--- src/rtl/skm_pkg.sv ---
package skm_pkg;
  typedef enum logic [1:0] {
    KEY_AMP   = 2'b00,
    KEY_PHASE = 2'b01,
    KEY_FREQ  = 2'b10,
    KEY_OFF   = 2'b11
  } key_mode_e;

  localparam real TWO_PI = 6.283185307179586;
endpackage

--- src/rtl/skm_phase_acc.sv ---
module skm_phase_acc #(
  parameter int IDX_W = 6
) (
  input  logic             clk,
  input  logic             rst_n,
  input  logic             restart_i,
  input  logic [IDX_W-1:0] step_i,
  output logic [IDX_W-1:0] idx_o
);
  // natural wrap of the IDX_W-bit sum gives modulo-depth stepping
  always_ff @(posedge clk) begin
    if (!rst_n)         idx_o <= '0;
    else if (restart_i) idx_o <= '0;
    else                idx_o <= idx_o + step_i;
  end
endmodule

--- src/rtl/skm_sine_lut.sv ---
module skm_sine_lut #(
  parameter int IDX_W    = 6,
  parameter int SAMPLE_W = 8,
  parameter int PEAK     = 127
) (
  input  logic [IDX_W-1:0]           idx_i,
  output logic signed [SAMPLE_W-1:0] value_o
);
  import skm_pkg::*;

  localparam int DEPTH = 1 << IDX_W;

  typedef logic signed [SAMPLE_W-1:0] lut_t [DEPTH];

  function automatic lut_t build_lut();
    lut_t t;
    real  a;
    for (int i = 0; i < DEPTH; i++) begin
      a = real'(PEAK) * $sin(TWO_PI * real'(i) / real'(DEPTH));
      t[i] = SAMPLE_W'((a >= 0.0) ? $rtoi(a + 0.5) : $rtoi(a - 0.5));
    end
    return t;
  endfunction

  localparam lut_t TABLE = build_lut();

  assign value_o = TABLE[idx_i];
endmodule

--- src/rtl/skm_space_shaper.sv ---
module skm_space_shaper #(
  parameter int SAMPLE_W = 8
) (
  input  skm_pkg::key_mode_e         mode_i,
  input  logic signed [SAMPLE_W-1:0] raw_i,
  output logic signed [SAMPLE_W-1:0] shaped_o
);
  import skm_pkg::*;

  always_comb begin
    unique case (mode_i)
      KEY_PHASE: shaped_o = -raw_i;
      KEY_FREQ:  shaped_o = raw_i;
      default:   shaped_o = '0;
    endcase
  end
endmodule

--- src/rtl/shift_key_mod.sv ---
module shift_key_mod #(
  parameter int IDX_W    = 6,
  parameter int SAMPLE_W = 8,
  parameter int PEAK     = 127,
  parameter int FSK_STEP = 2
) (
  input  logic                       clk,
  input  logic                       rst_n,
  input  logic [1:0]                 mode_i,
  input  logic                       data_bit_i,
  input  logic                       bit_strobe_i,
  output logic signed [SAMPLE_W-1:0] sample_o,
  output logic                       sample_valid_o
);
  import skm_pkg::*;

  localparam int NPATH = 2;

  key_mode_e mode;
  assign mode = key_mode_e'(mode_i);

  logic sym_bit;

  always_ff @(posedge clk) begin
    if (!rst_n)            sym_bit <= 1'b0;
    else if (bit_strobe_i) sym_bit <= data_bit_i;
  end

  logic [IDX_W-1:0]           step  [NPATH];
  logic [IDX_W-1:0]           idx   [NPATH];
  logic signed [SAMPLE_W-1:0] lut_v [NPATH];

  assign step[0] = IDX_W'(1);
  assign step[1] = (mode == KEY_FREQ) ? IDX_W'(FSK_STEP) : IDX_W'(1);

  for (genvar p = 0; p < NPATH; p++) begin : g_path
    skm_phase_acc #(.IDX_W(IDX_W)) i_phase (
      .clk       (clk),
      .rst_n     (rst_n),
      .restart_i (bit_strobe_i),
      .step_i    (step[p]),
      .idx_o     (idx[p])
    );
    skm_sine_lut #(.IDX_W(IDX_W), .SAMPLE_W(SAMPLE_W), .PEAK(PEAK)) i_lut (
      .idx_i   (idx[p]),
      .value_o (lut_v[p])
    );
  end

  logic signed [SAMPLE_W-1:0] space_v;

  skm_space_shaper #(.SAMPLE_W(SAMPLE_W)) i_shape (
    .mode_i   (mode),
    .raw_i    (lut_v[1]),
    .shaped_o (space_v)
  );

  always_ff @(posedge clk) begin
    if (!rst_n) begin
      sample_o       <= '0;
      sample_valid_o <= 1'b0;
    end else begin
      sample_valid_o <= 1'b1;
      if (mode == KEY_OFF) sample_o <= '0;
      else                 sample_o <= sym_bit ? lut_v[0] : space_v;
    end
  end
endmodule

--- config.mk ---
export PLATFORM = sky130hd
export DESIGN_NAME = shift_key_mod
export DESIGN_NICKNAME = d
export VERILOG_FILES = /design/src/rtl/skm_pkg.sv /design/src/rtl/skm_phase_acc.sv /design/src/rtl/skm_sine_lut.sv /design/src/rtl/skm_space_shaper.sv /design/src/rtl/shift_key_mod.sv
export SDC_FILE = /design/constraint.sdc
export NUM_CORES = 1
export LEC_CHECK = 0
export BUFFER_PORTS_ARGS = -buffer_cell sky130_fd_sc_hd__buf_2
export CAP_MARGIN = 0
export CELL_PAD_IN_SITES_DETAIL_PLACEMENT = 2
export CELL_PAD_IN_SITES_GLOBAL_PLACEMENT = 2
export CORE_UTILIZATION = 30
export DETAILED_ROUTE_END_ITERATION = 10
export PLACE_DENSITY = 0.7
export SYNTH_ARGS = -nofsm -noshare
export SYNTH_HDL_FRONTEND = slang
export SYNTH_HIERARCHICAL = 1
export SYNTH_SLANG_ARGS = --single-unit
--- constraint.sdc ---
create_clock -name clk -period 4.5 [get_ports clk]
set_input_delay 0 -clock clk [delete_from_list [all_inputs] [get_ports clk]]
set_output_delay 0 -clock clk [all_outputs]
set_load 0.01 [all_outputs]
==> impl_metrics.py <==
metrics = {
    "run_status": {
        "outcome": "finished, final reports clean",
    },
    "flow_run": {
        "drv_cap": 0,
    },
    "floorplanning": {
        "initial_core_util_pct": 31.10,
        "die_h_um": 102.9,
        "io_pins": 15,
        "fp-row-count": 36,
        "die_w_um": 102.9,
        "dieArea_um2": 10590,
        "core-area_um2": 9819,
    },
    "clock_network": {
        "hold_buffers": 2,
        "post_cts_resized": 0,
        "htree_levels": 1,
        "clock_latency_ns": 0.27,
        "clock_path_buffers": 2,
        "clockRootBuffer": "clkbuf_8",
        "cts_tree": "built",
        "clock-sinks": 22,
        "path_clk_slew_ns": 0.09,
        "cts_buffers": 3,
        "post_cts_buffers": 0,
    },
    "setup_path": {
        "critPathMaxFanout": 13,
        "critical_path.cell_chain": "inv_1, ha_1, nor3b_1, o32ai_1, mux4_2, or3_4, or4_1, a32o_1, mux2i_1, nor2_1",
        "worstPathRequired_ns": 4.65,
        "crit_slowest_cell": "dfxtp_1",
        "critical_path_class": "flip-flop to flip-flop",
        "slowest_delay_ns": 0.59,
        "critPathCaptureType": "flip-flop",
        "start_kind": "flip-flop",
        "crit_arrival_ns": 3.80,
    },
    "timing": {
        "slew_viol_final": 0,
        "timing.final.crit_period_ns": 3.649,
        "relSlewSlack_pct": 38.90,
        "finalSetupTns_ns": 0,
        "worst_pin_slew_ns": 0.9152,
        "setup_viol": 0,
        "fin_skew_ns": 0.01072,
        "whs_ns": 0.07625,
        "max_freq_mhz": 274.1,
        "setup_ws_ns": 0.8512,
        "rsz0062_at_grt": "no",
        "hold_viol_final": 0,
        "finalCritPeriodShare_pct": 81.08,
    },
    "final_layout": {
        "syn_to_final_growth_pct": 7.456,
        "final_layout_size_suffix_gt1_share_pct": 10.41,
        "n_antenna_cell": 0,
        "nNetsFinal": 432,
        "finalInstanceArea_um2": 3282,
    },
    "synth": {
        "yosys.cell_count.top_type": "nor2_1",
        "synth_top_family_by_area": "compound AO/OA/AOI/OAI gates",
        "syn_avg_cell_area_um2": 7.912,
        "syn_inst": 386,
        "synth_area_um2": 3054,
        "synth-xor-area-share_pct": 3.154,
        "ys.flop_type": "dfxtp_1",
        "synth_area_leaders": "dfxtp_1, ha_1, mux2i_1",
        "synth_edf_count": 0,
        "ys_seq_area_share_pct": 14.42,
        "synth.area.mux_share_pct": 12.49,
        "ys_ff_latch": 22,
        "async_flop_share_pct": 0,
        "synth_top_area_share_pct": 14.42,
        "synth_warnings": 6,
        "yosys-top-cells-count": "nor2_1, ha_1, a21oi_1, inv_1, dfxtp_1",
        "synth.distinct_cells": 71,
        "synth_compound_area_share_pct": 26.26,
        "synth_area_leader_cell": "dfxtp_1",
        "yosys.area_share.adder_pct": 13.19,
        "synth-simple-area-share_pct": 21.18,
    },
    "power": {
        "power_density_nw_per_um2": 244.0,
        "p_switching_uw": 316.3,
        "pwr-share-clk_pct": 23.5,
        "p_seq_share_pct": 30.7,
        "p_int_uw": 484.5,
        "switching_share_pct": 39.50,
        "leakagePower_uw": 0.001324,
        "combPwrFrac_pct": 45.8,
        "ir_drop_v": 0.0001151,
    },
    "place": {
        "place.gp.congestion": 0.8602,
        "io_buffers": 14,
        "post-place-ws_ns": 0.8998,
        "hpwl_um": 7273,
        "post_dp_cell_area_um2": 3191,
    },
    "global_route": {
        "grt_usage_pct": 18.74,
        "grt_pass1_wl_um": 15450,
        "antenna_found_initial": 0,
        "grt_max_degree": 31,
        "grt_remaining_overflow": 0,
        "grt_pass1_vias": 2954,
    },
    "drt": {
        "wirelength_um": 9336,
        "drt_pass1_iterations": 4,
        "detail-route-antenna-nets": 0,
        "drcViolationCount": 0,
        "vias": 2893,
        "viasPerCell": 5.490,
        "drt_iter0_drc": 136,
        "wl_per_cell_um": 17.72,
    },
    "hold_path": {
        "min_path_type": "input pin to flip-flop",
    },
}
==> through the flow <==
step,total power [uW],std cells,util [%]
after CTS,809.3,527,33.42
final,800.7,527,33.42
after global routing,864.6,527,33.42
after global placement,598.8,521,32.49
after floorplan,524.5,395,-
after detailed placement,615.1,521,32.49
==> worst max-delay path, delay by kind of cell, from the launching register on <==
family | cells | cell delay, ns
compound gates | 2 | 0.42
fa+ha+maj | 1 | 0.36
buf+inv | 1 | 0.23
flops | 1 | 0.59
mux | 2 | 0.69
simple gates | 4 | 1.23
==> cells by family after synthesis <==
family / Yosys count
compound gates: 116
xor+xnor: 11
fa+ha+maj: 31
buf+inv: 54
flops: 22
mux: 27
other cells: 2
simple gates: 123
==> cells in the final DEF, fill, tap and decap left out, drive strengths merged, types with 6 or more instances in the layout <==
master,instances
a31oi,7
o21ai,22
ha,29
nor2,31
nand2,18
mux2i,16
dfxtp,22
nand2b,12
conb,11
mux4,8
nor2b,15
a211o,6
nand3,7
a21oi,28
nor3,11
xor2,7
inv,28
buf,19
==> layer usage <==
| metal | GRT usage [%] | vias up | part of all wire, % | wire, um |
|---|---|---|---|---|
| li1 | - | 1412 | - | - |
| met1 | 26.03 | 1453 | 48 | 4514 |
| met3 | 2.102 | 2 | 1.7 | 163 |
| met4 | 1.950 | 0 | 0.26 | 24 |
| met5 | 0 | - | 0 | 0 |
| met2 | 32.21 | 26 | 50 | 4633 |
==> layout make-up <==
| type | instances | area [um^2] |
|---|---|---|
| inverters | 28 | 105.1 |
| multi-input cells | 319 | 2371 |
| clock buffers | 3 | 41.29 |
| clock inverters | 1 | 30.03 |
| repair buffers | 21 | 127.6 |
| fillers | 1185 | 6538 |
| flip-flops and latches | 22 | 440.4 |
| well taps | 133 | 166.4 |
==> worst paths after layout <==
check | cells after the start | endpoint | slack (ns) | start
setup / recovery | 10 | sample_o[5] | 0.85 | g_path[1].i_phase/idx_o[0]
hold / removal | 3 | sym_bit | 0.08 | bit_strobe_i
setup reg to reg | 10 | sample_o[5] | 0.85 | g_path[1].i_phase/idx_o[0]
hold reg to reg | 3 | g_path[0].i_phase/idx_o[3] | 0.80 | g_path[0].i_phase/idx_o[3]
==> registers in the layout, indices dropped and copies added (netlist names) <==
name                  count
sample_o                  8
sample_valid_o            1
g_path.i_phase/idx_o     12
sym_bit                   1
==> power groups by stage <==
stage | combinational, uW | sequential [uW] | clock [uW]
4_1_cts | 367 | 246 | 196
3_3_place_gp | 350 | 249 | 0
6_report | 367 | 246 | 188
5_1_grt | 407 | 251 | 207
3_5_place_dp | 364 | 251 | 0
2_1_floorplan | 299 | 226 | 0
Note: power is estimated with default switching activity, not from simulation.
